--- src/rtl/i2c_wr_pkg.sv ---
package i2c_wr_pkg;

  typedef enum logic [3:0] {
    S_IDLE,
    S_ST_SETUP,
    S_ST_HOLD,
    S_LOW,
    S_HWAIT,
    S_HIGH,
    S_SP_LOW,
    S_SP_HWAIT,
    S_SP_HIGH,
    S_SP_FREE
  } eng_state_t;

  localparam int unsigned LAST_CLOCK = 8;

endpackage

--- src/rtl/i2c_glitch_filter.sv ---
module i2c_glitch_filter #(
  parameter int SYNC = 2
) (
  input  logic clk,
  input  logic rst,
  input  logic din,
  output logic dout
);

  logic [SYNC-1:0] sync_q;
  logic [2:0]      win_q;

  always_ff @(posedge clk) begin
    if (rst) begin
      sync_q <= '1;
      win_q  <= '1;
      dout   <= 1'b1;
    end else begin
      sync_q <= {sync_q[SYNC-2:0], din};
      win_q  <= {win_q[1:0], sync_q[SYNC-1]};
      dout   <= (win_q[0] & win_q[1]) | (win_q[0] & win_q[2]) | (win_q[1] & win_q[2]);
    end
  end

endmodule

--- src/rtl/i2c_bus_watch.sv ---
module i2c_bus_watch (
  input  logic clk,
  input  logic rst,
  input  logic scl_f,
  input  logic sda_f,
  output logic bus_busy
);

  logic scl_q, sda_q;
  logic saw_start, saw_stop;

  assign saw_start = scl_f && scl_q && sda_q && !sda_f;
  assign saw_stop  = scl_f && scl_q && !sda_q && sda_f;

  always_ff @(posedge clk) begin
    if (rst) begin
      scl_q    <= 1'b1;
      sda_q    <= 1'b1;
      bus_busy <= 1'b0;
    end else begin
      scl_q <= scl_f;
      sda_q <= sda_f;
      if (saw_start)     bus_busy <= 1'b1;
      else if (saw_stop) bus_busy <= 1'b0;
    end
  end

endmodule

--- src/rtl/i2c_wr_engine.sv ---
module i2c_wr_engine
  import i2c_wr_pkg::*;
#(
  parameter int HALF = 10
) (
  input  logic       clk,
  input  logic       rst,
  input  logic       go_start,
  input  logic       go_write,
  input  logic       go_stop,
  input  logic       go_recover,
  input  logic [7:0] wr_data,
  input  logic       clr_flags,
  input  logic       bus_busy,
  input  logic       scl_f,
  input  logic       sda_f,
  output logic       scl_oe,
  output logic       sda_oe,
  output logic       busy,
  output logic       arb_lost,
  output logic       nack,
  output logic       rec_fail
);

  localparam int CW = $clog2(HALF) + 1;
  localparam logic [CW-1:0] PH_END = CW'(HALF - 1);
  localparam logic [3:0]    LAST   = 4'(LAST_CLOCK);

  eng_state_t     st;
  logic [CW-1:0]  cnt;
  logic [3:0]     bit_idx;
  logic [7:0]     shreg;
  logic           rec;
  logic           ph_done;

  assign ph_done = (cnt == PH_END);
  assign busy    = (st != S_IDLE);

  always_ff @(posedge clk) begin
    if (rst) begin
      st       <= S_IDLE;
      cnt      <= '0;
      bit_idx  <= '0;
      shreg    <= '0;
      rec      <= 1'b0;
      scl_oe   <= 1'b0;
      sda_oe   <= 1'b0;
      arb_lost <= 1'b0;
      nack     <= 1'b0;
      rec_fail <= 1'b0;
    end else begin
      if (clr_flags) begin
        arb_lost <= 1'b0;
        nack     <= 1'b0;
        rec_fail <= 1'b0;
      end
      unique case (st)
        S_IDLE: begin
          cnt <= '0;
          if (go_recover) begin
            rec     <= 1'b1;
            bit_idx <= '0;
            sda_oe  <= 1'b0;
            scl_oe  <= 1'b1;
            st      <= S_LOW;
          end else if (go_start) begin
            if (bus_busy) arb_lost <= 1'b1;
            else begin
              scl_oe <= 1'b0;
              sda_oe <= 1'b0;
              st     <= S_ST_SETUP;
            end
          end else if (go_write) begin
            rec     <= 1'b0;
            shreg   <= wr_data;
            bit_idx <= '0;
            scl_oe  <= 1'b1;
            st      <= S_LOW;
          end else if (go_stop) begin
            scl_oe <= 1'b1;
            st     <= S_SP_LOW;
          end
        end
        S_ST_SETUP: begin
          if (scl_f) begin
            cnt <= cnt + 1'b1;
            if (ph_done) begin
              cnt    <= '0;
              sda_oe <= 1'b1;
              st     <= S_ST_HOLD;
            end
          end
        end
        S_ST_HOLD: begin
          cnt <= cnt + 1'b1;
          if (ph_done) begin
            cnt    <= '0;
            scl_oe <= 1'b1;
            st     <= S_IDLE;
          end
        end
        S_LOW: begin
          cnt <= cnt + 1'b1;
          if (cnt == CW'(1) && !rec) sda_oe <= (bit_idx == LAST) ? 1'b0 : !shreg[7];
          if (ph_done) begin
            cnt    <= '0;
            scl_oe <= 1'b0;
            st     <= S_HWAIT;
          end
        end
        S_HWAIT: begin
          cnt <= '0;
          if (scl_f) st <= S_HIGH;
        end
        S_HIGH: begin
          cnt <= cnt + 1'b1;
          if (!rec && bit_idx != LAST && !sda_oe && !sda_f) begin
            arb_lost <= 1'b1;
            scl_oe   <= 1'b0;
            sda_oe   <= 1'b0;
            st       <= S_IDLE;
          end else if (ph_done) begin
            cnt <= '0;
            if (rec) begin
              if (sda_f) begin
                scl_oe <= 1'b1;
                st     <= S_SP_LOW;
              end else if (bit_idx == LAST) begin
                rec_fail <= 1'b1;
                st       <= S_IDLE;
              end else begin
                bit_idx <= bit_idx + 1'b1;
                scl_oe  <= 1'b1;
                st      <= S_LOW;
              end
            end else if (bit_idx == LAST) begin
              scl_oe <= 1'b1;
              if (sda_f) begin
                nack <= 1'b1;
                st   <= S_SP_LOW;
              end else begin
                st <= S_IDLE;
              end
            end else begin
              shreg   <= {shreg[6:0], 1'b0};
              bit_idx <= bit_idx + 1'b1;
              scl_oe  <= 1'b1;
              st      <= S_LOW;
            end
          end
        end
        S_SP_LOW: begin
          cnt <= cnt + 1'b1;
          if (cnt == CW'(1)) sda_oe <= 1'b1;
          if (ph_done) begin
            cnt    <= '0;
            scl_oe <= 1'b0;
            st     <= S_SP_HWAIT;
          end
        end
        S_SP_HWAIT: begin
          cnt <= '0;
          if (scl_f) st <= S_SP_HIGH;
        end
        S_SP_HIGH: begin
          cnt <= cnt + 1'b1;
          if (ph_done) begin
            cnt    <= '0;
            sda_oe <= 1'b0;
            st     <= S_SP_FREE;
          end
        end
        S_SP_FREE: begin
          cnt <= cnt + 1'b1;
          if (ph_done) begin
            cnt <= '0;
            st  <= S_IDLE;
          end
        end
        default: st <= S_IDLE;
      endcase
    end
  end

  // SDA is held steady for the whole clock-high phase
  assert_sda_steady_high_R3: assert property (@(posedge clk) disable iff (rst)
    (st == S_HIGH && $past(st) == S_HIGH) |-> $stable(sda_oe));

  // the high phase only starts once SCL is sensed high
  assert_wait_sensed_high_R4: assert property (@(posedge clk) disable iff (rst)
    (st == S_HWAIT && !scl_f) |=> (st == S_HWAIT));

  // losing arbitration releases both wires at once
  assert_arb_release_R5: assert property (@(posedge clk) disable iff (rst)
    $rose(arb_lost) && !$past(go_start) |-> (!scl_oe && !sda_oe && st == S_IDLE));

  // a missing acknowledge leads into the STOP sequence
  assert_nack_stop_R6: assert property (@(posedge clk) disable iff (rst)
    $rose(nack) |-> (st == S_SP_LOW));

  // failed recovery leaves both wires released
  assert_recover_fail_release_R10: assert property (@(posedge clk) disable iff (rst)
    $rose(rec_fail) |-> (!scl_oe && !sda_oe));

  // never more than nine clocks per byte or recovery
  assert_clock_limit_R9: assert property (@(posedge clk) disable iff (rst)
    bit_idx <= LAST);

endmodule

--- src/rtl/i2c_wr_master.sv ---
module i2c_wr_master #(
  parameter int DIV  = 20,
  parameter int SYNC = 2
) (
  input  logic       clk,
  input  logic       rst,
  input  logic       go_start,
  input  logic       go_write,
  input  logic       go_stop,
  input  logic       go_recover,
  input  logic [7:0] wr_data,
  input  logic       clr_flags,
  input  logic       scl_i,
  input  logic       sda_i,
  output logic       scl_oe,
  output logic       sda_oe,
  output logic       busy,
  output logic       bus_busy,
  output logic       arb_lost,
  output logic       nack,
  output logic       rec_fail
);

  localparam int HALF  = DIV / 2;
  localparam int LINES = 2;

  logic [LINES-1:0] raw_lines;
  logic [LINES-1:0] filt_lines;

  assign raw_lines = {sda_i, scl_i};

  for (genvar g = 0; g < LINES; g++) begin : g_filt
    i2c_glitch_filter #(.SYNC(SYNC)) u_filt (
      .clk (clk),
      .rst (rst),
      .din (raw_lines[g]),
      .dout(filt_lines[g])
    );
  end

  i2c_bus_watch u_watch (
    .clk     (clk),
    .rst     (rst),
    .scl_f   (filt_lines[0]),
    .sda_f   (filt_lines[1]),
    .bus_busy(bus_busy)
  );

  i2c_wr_engine #(.HALF(HALF)) u_eng (
    .clk       (clk),
    .rst       (rst),
    .go_start  (go_start),
    .go_write  (go_write),
    .go_stop   (go_stop),
    .go_recover(go_recover),
    .wr_data   (wr_data),
    .clr_flags (clr_flags),
    .bus_busy  (bus_busy),
    .scl_f     (filt_lines[0]),
    .sda_f     (filt_lines[1]),
    .scl_oe    (scl_oe),
    .sda_oe    (sda_oe),
    .busy      (busy),
    .arb_lost  (arb_lost),
    .nack      (nack),
    .rec_fail  (rec_fail)
  );

  // a START requested on an occupied bus is refused with arb_lost
  assert_start_refused_R7: assert property (@(posedge clk) disable iff (rst)
    (go_start && !go_recover && !busy && bus_busy) |=> (arb_lost && !busy));

endmodule

--- config.mk ---
export PLATFORM = sky130hd
export DESIGN_NAME = i2c_wr_master
export DESIGN_NICKNAME = d
export VERILOG_FILES = /design/src/rtl/i2c_wr_pkg.sv /design/src/rtl/i2c_glitch_filter.sv /design/src/rtl/i2c_bus_watch.sv /design/src/rtl/i2c_wr_engine.sv /design/src/rtl/i2c_wr_master.sv
export SDC_FILE = /design/constraint.sdc
export NUM_CORES = 1
export LEC_CHECK = 0
export BUFFER_PORTS_ARGS = -buffer_cell sky130_fd_sc_hd__buf_2
export CELL_PAD_IN_SITES_DETAIL_PLACEMENT = 1
export CELL_PAD_IN_SITES_GLOBAL_PLACEMENT = 2
export CORE_MARGIN = 2
export CORE_UTILIZATION = 32
export DETAILED_ROUTE_END_ITERATION = 16
export PLACE_DENSITY_LB_ADDON = 0.08
export SYNTH_ARGS = -nofsm -noshare
export SYNTH_HDL_FRONTEND = slang
export SYNTH_SLANG_ARGS = --single-unit
--- constraint.sdc ---
create_clock -name clk -period 2.1 [get_ports clk]
set_clock_uncertainty 0.15 [all_clocks]
set_input_delay 0.63 -clock clk [delete_from_list [all_inputs] [get_ports clk]]
set_output_delay 0.63 -clock clk [all_outputs]
set_load 0.005 [all_outputs]
==> summary.md <==
| Metric | Value |
|---|---|
| Drt drc | `0` |
| Total clock sinks | `42` |
| Synth Area in Compound Gates | `18.8%` |
| Root buffer cell | `clkbuf_8` |
| Die X | `88.8 um` |
| Met1 Track Usage GR | `25.3%` |
| Critical path capture point type | `output pin` |
| Post-synthesis adder-cell area fraction | `2.18%` |
| Ys Warns | `0` |
| Initial antenna violation count | `0` |
| Total power | `3.21 mW` |
| Crit start category | `register` |
| Reg2reg path depth | `6` |
| Mean post-synth cell area | `8.55 um2` |
| Starting Density | `33.5%` |
| Final nets | `383` |
| Worst EP required | `1.32 ns` |
| Commonest non-fill, non-tap cell in the layout | `buf_4` |
| Share of cells above drive strength 1 | `44.9%` |
| Slew margin rel. | `70.8%` |
| H-tree Lvls | `2` |
| Hold path start | `g_filt[1].u_filt.sync_q[1]` |
| Routed Antenna Nets | `0` |
| Distinct cell type count after synthesis | `60` |
| Outcome | `finished with violations` |
| Synth Flop Type | `dfxtp_1` |
| Busiest grt layer | `met2` |
| Core ar. | `0.00687 mm2` |
| PortBufs | `23` |
| Detailed placer's ending HPWL | `5240 um` |
| Post-synthesis cell area | `0.00230 mm2` |
| Hold buffer count at CTS | `0` |
| Worst-path clk slew | `0.09 ns` |
| Worst Path Max Fanout | `3` |
| Mux share of post-synthesis cell area | `8.27%` |
| Largest net degree at the start of global routing | `23` |
| Most frequent cells in the layout | `buf_4, dfxtp_1, buf_2` |
| Worst Hold Class | `reg2reg` |
| Vias/cell | `5.13` |
| Routed wire per std cell | `15.8 um` |
| ANT cells | `0` |
| Peak supply drop | `0.482 mV` |
| Worst Tran Pin Value | `0.436 ns` |
| Largest family of logic cells by synthesized area | `simple AND/OR/NAND/NOR gates` |
| Final setup margin | `-0.0303 ns` |
| Total vias in the final route | `2,356` |
| Clk_lat worst skew | `0.31 ns` |
| Number of global-route vias before repair | `2,322` |
| GR Util met2 | `31.3%` |
| DR iter-0 viols | `54` |
| Hold Vio Cnt, Final | `0` |
| Setup CP Type | `reg2out` |
| Routed wire length | `7240 um` |
| RSZ-0062 raised after global routing | `yes` |
| FF-to-FF setup slack | `-0.03 ns` |
| Worst hold path endpoint | `g_filt[1].u_filt.win_q[0]` |
| Post-Synth Simple-Gate Area | `29.4%` |
| Met3 usage | `3.17%` |
| Synth-to-Final Area Change | `45.1%` |
| First-pass GRT wire length | `11,400 um` |
| Gate Count Post-Synth | `269` |
| EDFF count, synth | `0` |
| Full die area | `0.00788 mm2` |
| DIE HEIGHT | `88.8 um` |
| Worst hold path depth | `1` |
| GR Overflow Total | `0` |
| Tmin final | `2.13 ns` |
| TritonCTS Buffers | `5` |
| DRT Pass-1 Iters | `4` |
| Slew Viols, Final | `0` |
| Power Dens Cells | `961 mW/mm2` |
| Syn_nets | `290` |
| Critical Path AT | `1.35 ns` |
| CTS tree | `yes` |
| Fin util | `48.6%` |
| Max-cap violations | `0` |
| Fin crit share | `101%` |
| Total GRT Usage | `18.8%` |
| #FFs+latches synth | `42` |
| R2R Path End | `u_eng.sda_oe` |
| # IOs | `24` |
| Synth Area in XOR/XNOR | `0%` |
| Row count | `30` |
| Seq/Total Area, Yosys | `36.5%` |
| Max frequency | `0.469 GHz` |
| Pleak | `1.42 nW` |
| Gp weighted congestion | `0.776` |
| Final setup vio count | `3` |
| RR Startpoint | `u_eng.st[3]` |
| CTS Buffer Depth | `2` |
| Failing checks | `setup timing` |
| Post-synth ARST share | `0%` |
[worst max path at each step]
stage                 from     endpoint  slack (ns)
2_1_floorplan  u_eng.st[1]  u_eng.st[0]        0.02
3_3_place_gp      go_write  u_eng.st[0]       -0.08
3_5_place_dp   u_eng.st[1]  u_eng.st[0]       -0.12
4_1_cts        u_eng.st[1]         busy       -0.05
5_1_grt        u_eng.st[3]  u_eng.st[0]       -0.08
6_report       u_eng.st[3]         busy       -0.03
[power breakdown]
part	switching [mW]	leakage, nW	total [mW]	internal (mW)
clock	0.317	0.0483	0.551	0.235
sequential	0.0918	0.346	1.00	0.911
combinational	0.724	1.03	1.65	0.931
[synthesized netlist by cell type (all sizes together), types with 2 or more instances]
cell	instances	share of area, %
dfxtp	42	37
buf	7	1.7
nor3b	2	0.65
mux2i	10	4.4
o21bai	4	1.3
or4	4	1.3
nand3	8	1.7
nor3	5	1.3
or4b	2	0.87
nand2	19	3.1
nor4	2	1.2
nand4bb	2	0.98
nor4bb	2	0.87
mux2	8	3.9
o21ai	12	2.6
nor2b	10	2.7
nand4b	2	0.76
nor2	22	3.6
o41ai	3	1.5
nand3b	6	2.0
or2	12	3.3
a31oi	6	1.6
or3	4	1.1
a311oi	3	1.1
ha	4	2.2
o211ai	3	1.2
a21oi	19	4.3
nand2b	7	1.9
clkbuf	11	1.8
inv	8	1.3
[logic make-up (layout without fill, tap and decap cells)]
family | Yosys count | count (layout)
buffers and inverters | 26 | 120
muxes | 18 | 18
AOI/OAI and AO/OA | 64 | 64
and+or+nand+nor | 115 | 115
DFF | 42 | 42
adders and majority gates | 4 | 4
[sequential cells by signal, indices dropped and copies added, names as in the netlist]
| name | cells |
|---|---|
| u_eng.rec | 1 |
| u_eng.rec_fail | 1 |
| u_eng.nack | 1 |
| u_eng.bit_idx | 4 |
| u_watch.scl_q | 1 |
| u_eng.cnt | 5 |
| u_eng.arb_lost | 1 |
| g_filt.u_filt.dout | 2 |
| u_watch.bus_busy | 1 |
| g_filt.u_filt.sync_q | 4 |
| u_eng.scl_oe | 1 |
| u_eng.sda_oe | 1 |
| u_eng.shreg | 8 |
| g_filt.u_filt.win_q | 6 |
| u_watch.sda_q | 1 |
| u_eng.st | 4 |
[critical path: stages (launching register included)]
cell     delay, ns
dfxtp_4       0.35
buf_6         0.12
nor4_4        0.25
inv_2         0.10
buf_6         0.13
buf_6         0.10
[routing by layer]
layer / routed length (um) / vias to the layer above
met1: 3480 / 1167
met5: 0 / -
met2: 3550 / 24
met3: 147 / 6
li1: - / 1159
met4: 59 / 0
[repair_timing]
item                                    CTS  global route
gates resized for setup                  18            17
setup buffers                             7            15
pin swaps                                 2             6
endpoints found under the setup margin   18            18
[layout make-up]
| class | instances | area (um2) |
|---|---|---|
| clock inverters | 3 | 18.8 |
| flip-flops and latches | 42 | 858 |
| repair buffers | 104 | 771 |
| well taps | 96 | 120 |
| clock buffers | 5 | 68.8 |
| fillers | 826 | 3530 |
| inverters | 8 | 30.0 |
| multi-input cells | 201 | 1470 |
[stage by stage]
step | area, um2 | setup slack (ns) | hold WS, ns | cells | setup TNS, ns
after floorplan | 2320 | 0.0169 | 0.239 | 269 | 0
after global placement | 2950 | -0.0829 | 0.243 | 430 | -0.113
after detailed placement | 2950 | -0.121 | 0.247 | 430 | -0.448
after CTS | 3150 | -0.0489 | 0.269 | 445 | -0.117
after global routing | 3340 | -0.0778 | 0.282 | 459 | -0.365
final | 3340 | -0.0303 | 0.268 | 459 | -0.0564
(Power assumes the default switching activity.)
